**config.mk**
```make
export PLATFORM = sky130hd
export DESIGN_NAME = steer_loader
export DESIGN_NICKNAME = d
export VERILOG_FILES = /design/src/rtl/steer_pkg.sv /design/src/rtl/steer_decode.sv /design/src/rtl/steer_latch.sv /design/src/rtl/lane_bank.sv /design/src/rtl/load_counter.sv /design/src/rtl/steer_loader.sv
export SDC_FILE = /design/constraint.sdc
export NUM_CORES = 1
export LEC_CHECK = 0
export BUFFER_PORTS_ARGS = -buffer_cell sky130_fd_sc_hd__buf_2
export CELL_PAD_IN_SITES_DETAIL_PLACEMENT = 1
export CELL_PAD_IN_SITES_GLOBAL_PLACEMENT = 2
export CORE_MARGIN = 2
export CORE_UTILIZATION = 33
export CTS_CLUSTER_DIAMETER = 50
export DETAILED_ROUTE_END_ITERATION = 8
export HOLD_SLACK_MARGIN = 0.12
export PLACE_DENSITY_LB_ADDON = 0.1
export SLEW_MARGIN = 10
export SYNTH_ARGS = -nofsm -noshare
export SYNTH_HDL_FRONTEND = slang
export SYNTH_SLANG_ARGS = --single-unit
```
**constraint.sdc**
```tcl
create_clock -name clk -period 2.55 [get_ports clk]
set_input_delay 0.1275 -clock clk [delete_from_list [all_inputs] [get_ports clk]]
set_output_delay 0.1275 -clock clk [all_outputs]
set_load 0.03 [all_outputs]
```
**src/rtl/steer_pkg.sv**
```systemverilog
package steer_pkg;
    localparam int BUS_DW = 8;
    localparam int BUS_AW = 8;
    localparam int LANES  = BUS_DW;

    typedef logic [BUS_DW-1:0] byte_t;
    typedef logic [BUS_AW-1:0] addr_t;

    typedef enum logic [1:0] {
        OP_IDLE  = 2'd0,
        OP_STEER = 2'd1,
        OP_DATA  = 2'd2
    } bus_op_e;

    typedef struct packed {
        bus_op_e op;
        byte_t   data;
    } bus_cmd_t;

    function automatic bus_op_e classify(input logic wr, input addr_t addr,
                                         input addr_t steer_a, input addr_t data_a);
        if (!wr)               return OP_IDLE;
        else if (addr == steer_a) return OP_STEER;
        else if (addr == data_a)  return OP_DATA;
        else                   return OP_IDLE;
    endfunction
endpackage

```
**src/rtl/steer_decode.sv**
```systemverilog
module steer_decode
    import steer_pkg::*;
#(
    parameter addr_t STEER_ADDR = 8'h70,
    parameter addr_t DATA_ADDR  = 8'h71
) (
    input  logic     wr,
    input  addr_t    addr,
    input  byte_t    wdata,
    output bus_cmd_t cmd
);
    always_comb begin
        cmd.op   = classify(wr, addr, STEER_ADDR, DATA_ADDR);
        cmd.data = wdata;
    end
endmodule

```
**src/rtl/steer_latch.sv**
```systemverilog
module steer_latch
    import steer_pkg::*;
(
    input  logic     clk,
    input  logic     rst,
    input  bus_cmd_t cmd,
    output byte_t    steer_n
);
    always_ff @(posedge clk) begin
        if (rst)
            steer_n <= '1;
        else if (cmd.op == OP_STEER)
            steer_n <= cmd.data;
    end
endmodule

```
**src/rtl/lane_bank.sv**
```systemverilog
module lane_bank
    import steer_pkg::*;
(
    input  logic                    clk,
    input  logic                    rst,
    input  bus_cmd_t                cmd,
    input  byte_t                   steer_n,
    output logic [LANES*BUS_DW-1:0] lanes,
    output logic [LANES-1:0]        loaded
);
    logic data_strobe_n;

    // Shared active-low strobe for the data address
    assign data_strobe_n = (cmd.op != OP_DATA);

    for (genvar i = 0; i < LANES; i++) begin : g_lane
        logic  gate_hit;
        byte_t store;

        // Coincidence of two low levels clocks this lane
        assign gate_hit = ~(data_strobe_n | steer_n[i]);

        always_ff @(posedge clk) begin
            if (rst) begin
                store     <= '0;
                loaded[i] <= 1'b0;
            end else begin
                loaded[i] <= gate_hit;
                if (gate_hit)
                    store <= cmd.data;
            end
        end

        assign lanes[i*BUS_DW +: BUS_DW] = store;
    end
endmodule

```
**src/rtl/load_counter.sv**
```systemverilog
module load_counter
    import steer_pkg::*;
#(
    parameter int DATA_BYTES = 6
) (
    input  logic     clk,
    input  logic     rst,
    input  bus_cmd_t cmd,
    output logic     done
);
    localparam int CW = $clog2(DATA_BYTES + 1);
    localparam logic [CW-1:0] LIMIT = CW'(DATA_BYTES);

    logic [CW-1:0] count;

    always_ff @(posedge clk) begin
        if (rst)
            count <= '0;
        else if (cmd.op == OP_STEER)
            count <= '0;
        else if (cmd.op == OP_DATA && count != LIMIT)
            count <= count + 1'b1;
    end

    assign done = (count == LIMIT);
endmodule

```
**src/rtl/steer_loader.sv**
```systemverilog
module steer_loader
    import steer_pkg::*;
#(
    parameter addr_t STEER_ADDR  = 8'h70,
    parameter addr_t DATA_ADDR   = 8'h71,
    parameter int    TOTAL_BYTES = 7,
    parameter int    FINE_LANES  = 2
) (
    input  logic                       clk,
    input  logic                       rst,
    input  logic                       bus_wr,
    input  logic [BUS_AW-1:0]          bus_addr,
    input  logic [BUS_DW-1:0]          bus_wdata,
    output logic [BUS_DW-1:0]          steer_q,
    output logic [LANES*BUS_DW-1:0]    lane_q,
    output logic [LANES-1:0]           lane_ld,
    output logic [FINE_LANES*BUS_DW-1:0] fine_word,
    output logic                       load_done
);
    localparam int DATA_BYTES = TOTAL_BYTES - 1;

    bus_cmd_t cmd;

    steer_decode #(.STEER_ADDR(STEER_ADDR), .DATA_ADDR(DATA_ADDR)) u_dec (
        .wr(bus_wr), .addr(bus_addr), .wdata(bus_wdata), .cmd(cmd)
    );

    steer_latch u_steer (
        .clk(clk), .rst(rst), .cmd(cmd), .steer_n(steer_q)
    );

    lane_bank u_bank (
        .clk(clk), .rst(rst), .cmd(cmd), .steer_n(steer_q),
        .lanes(lane_q), .loaded(lane_ld)
    );

    load_counter #(.DATA_BYTES(DATA_BYTES)) u_cnt (
        .clk(clk), .rst(rst), .cmd(cmd), .done(load_done)
    );

    assign fine_word = lane_q[FINE_LANES*BUS_DW-1:0];
endmodule

```
==> impl_results.md <==
- Nets: 441
- Synth warnings: 0
- Vias in the first global route: approximately 2.6k
- Top-area cell type share of the netlist area: 0.474
- First-pass GRT wire length: 14500 um
- Die area: about 11000 um2
- Startpoint types: flip-flop
- Most instantiated cells after synthesis: dfxtp_1 (83), mux2i_1 (72), nand2b_1 (72)
- Worst path required time: 2420 ps
- Post-Syn Instances: 327
- Synth async-reset ratio: 0
- Setup repair after global routing missed its margin: false
- Final setup fails: 0
- Clk sinks: 83
- DIE HEIGHT: approximately 110 um
- Buffer depth of the longest clock path: 2
- Post-route DRC: 0
- Worst slew margin: 0.552
- Total Routing Usage GR: 0.168
- Die width: around 110 um
- Sequential element share of the synthesized area: 0.474
- Area growth syn-to-layout: 22.6%
- Ports: about 120
- Clock transition at path regs: about 70 ps
- Element type at the critical path end: primary output
- Power per standard cell area: roughly 590 nW/um2
- CTS tree: yes
- Initial Util: 0.340
- Worst slew pin tran: around 670 ps
- Avg WL per Cell: between 15 and 20 um
- Post-route cell area: 4300 um2
- Num rows: 37
- Post-cts resize count: 0
- Mapped cell area: 3510 um2
- Synth cell types: 27
- Placed insts: about 540
- Final ANT Viol Nets: 0
- Min cycle time layout: approximately 1500 ps
- Max Freq: 0.687 GHz
- Finished Core Util: 0.417
- VDD IR max: 0.000318 V
- Crit path max fanout: 4
- Max_cap viols: 0
- Post-synth top flop: dfxtp_1
- Seq cells post-synth: 83
- Number of buffers created by CTS: 9
- Pre-CTS setup slack: just under 800 ps
- Most area-hungry cell type in the Yosys netlist: dfxtp_1
- Routed vias/inst: around 4.6
- Hold_sp: bus_addr[6]
- P_leak: between 2 and 2.5 nW
- I/O Buffers: around 120
- Number of flops mapped to enable cells by yosys: 0
- R2R cell count: 2
- Fraction of layout cells with a size suffix above 1: 0.328
- HPWL after detailed placement: 6450 um
- Worst Slack Setup Final: around 1100 ps
- Critical R2R Launch: u_steer.steer_n[7]$_SDFFE_PP1N_
- Inserted Diodes: 0
- Number of antenna violations at the first check in global routing: 0
- Largest net degree at the start of global routing: 40
- Total Wirelength: approximately 9300 um
- Most frequent cell after synthesis: dfxtp_1
- Crit share post-route: 0.571
- H-tree depth: 3
- Final hold slack: about 270 ps
- Top post-synthesis cells by area: dfxtp_1 (47%), mux2i_1 (21%), nand2b_1 (13%)
- Final Wtd Congestion: approximately 0.70
- Hold Path Depth: 4
- Placed Area: 3990 um2
- Core area: roughly 10000 um2
- Crit path DAT: around 1300 ps
- FF-to-FF End: u_bank.g_lane[7].store[4]$_SDFFE_PP0N_
- Hold Path Class: primary input to flip-flop
- Slew Limit Fails: 0
- Flop2flop setup slack: around 1200 ps
- Mapped Nets: between 300 and 400
- Final Hold Fails: 0
- Root buf cell: clkbuf_8
- DRT Pass-1 Iters: 4
- Iteration-0 DRC count of the detailed router: 48
- Syn Area/Cell: between 10 and 15 um2
- Total grt overflow: 0
- PnR Total Power: 2.53 mW
- Vias: between 2k and 3k
- Outcome: finished clean
- Skew-Pair Late Insertion Delay: about 350 ps
- Worst Clk Skew: 12.5 ps
- Hold Path Sink: u_cnt.count[0]$_SDFFE_PP0P_
- Critical path class: flip-flop to primary output
- Fin cells: 560
- Post-route setup TNS: 0 ps
## where the power goes
part | switching [mW] | internal (mW) | total, mW | leakage [nW]
Clock | 0.477 | 0.649 | 1.13 | 0.120
Sequential | 0.000198 | 1.29 | 1.29 | 0.668
Combinational | 0.0632 | 0.0476 | 0.111 | 1.49
## cells by family after synthesis
family                   share of synthesized area
AND/OR/NAND/NOR                              0.214
flip-flops                                   0.474
multiplexers                                 0.205
buffers and inverters                       0.0863
AO/OA/AOI/OAI                               0.0132
adder cells (fa/ha/maj)                    0.00713
## cells in the final DEF, fill, tap and decap left out
cell type	n
nand4b_2	1
clkinv_4	1
nand3b_1	1
nand4b_1	9
nor3_1	1
and4bb_2	2
nor4_1	1
clkbuf_8	9
a21boi_0	1
o31ai_1	2
ha_1	2
nand2b_1	72
dfxtp_1	83
and2_1	1
dlygate4sd3_1	8
mux2i_1	72
inv_1	1
buf_2	115
nand4bb_4	1
o32ai_1	1
and3_1	1
nor2_1	24
clkinv_2	1
bufinv_16	3
nand4bb_1	1
buf_4	4
nand4_1	1
nor3_4	1
inv_6	1
a21oi_1	3
## per-layer routing
layer  share of wire  track usage  up-vias
met5               0            0        -
met4          0.0069       0.0529        0
met3           0.049       0.0353        6
met2            0.49        0.280       70
met1            0.46        0.216     1241
li1                -            -     1257
## worst max-delay path by stage
stage,cells past startpoint,slack [ps],endpoint,from
after floorplan,5,1400,u_cnt.count[0]$_SDFFE_PP0P_,u_cnt.count[0]$_SDFFE_PP0P_
after detailed placement,4,780,u_bank.g_lane[7].store[4]$_SDFFE_PP0N_,bus_addr[2]
after global routing,2,1020,u_bank.g_lane[2].store[0]$_SDFFE_PP0N_,u_steer.steer_n[2]$_SDFFE_PP1N_
after CTS,4,1070,load_done,u_cnt.count[0]$_SDFFE_PP0P_
final,4,1100,load_done,u_cnt.count[0]$_SDFFE_PP0P_
after global placement,4,830,u_bank.g_lane[0].store[5]$_SDFFE_PP0N_,bus_addr[1]
## cell type report
| class | count | area [um2] |
|---|---|---|
| clock inverter | 6 | 113 |
| multi-input combinational | 198 | 1540 |
| inverter | 1 | 3.75 |
| tap | 136 | 170 |
| fill | 1192 | 6020 |
| clock buffer | 9 | 124 |
| timing repair buffer | 127 | 686 |
| sequential | 83 | 1660 |
## timing repair
item / 4_1_cts / 5_1_grt
endpoints found under the setup margin: 0 / 0
endpoints found under the hold margin: 8 / 0
hold buffers: 8 / 0
setup buffers: 0 / 0
## flip-flops by register name (all words and copies together), names as in the netlist
register             flops
u_bank.g_lane.store     64
u_bank.loaded            8
u_steer.steer_n          8
u_cnt.count              3
## critical path: stages, from the launching register on
cell,delay [ps]
dfxtp_1,360
inv_1,70
ha_1,230
and2_1,160
buf_2,170
Note: power is estimated with default switching activity, not from simulation.
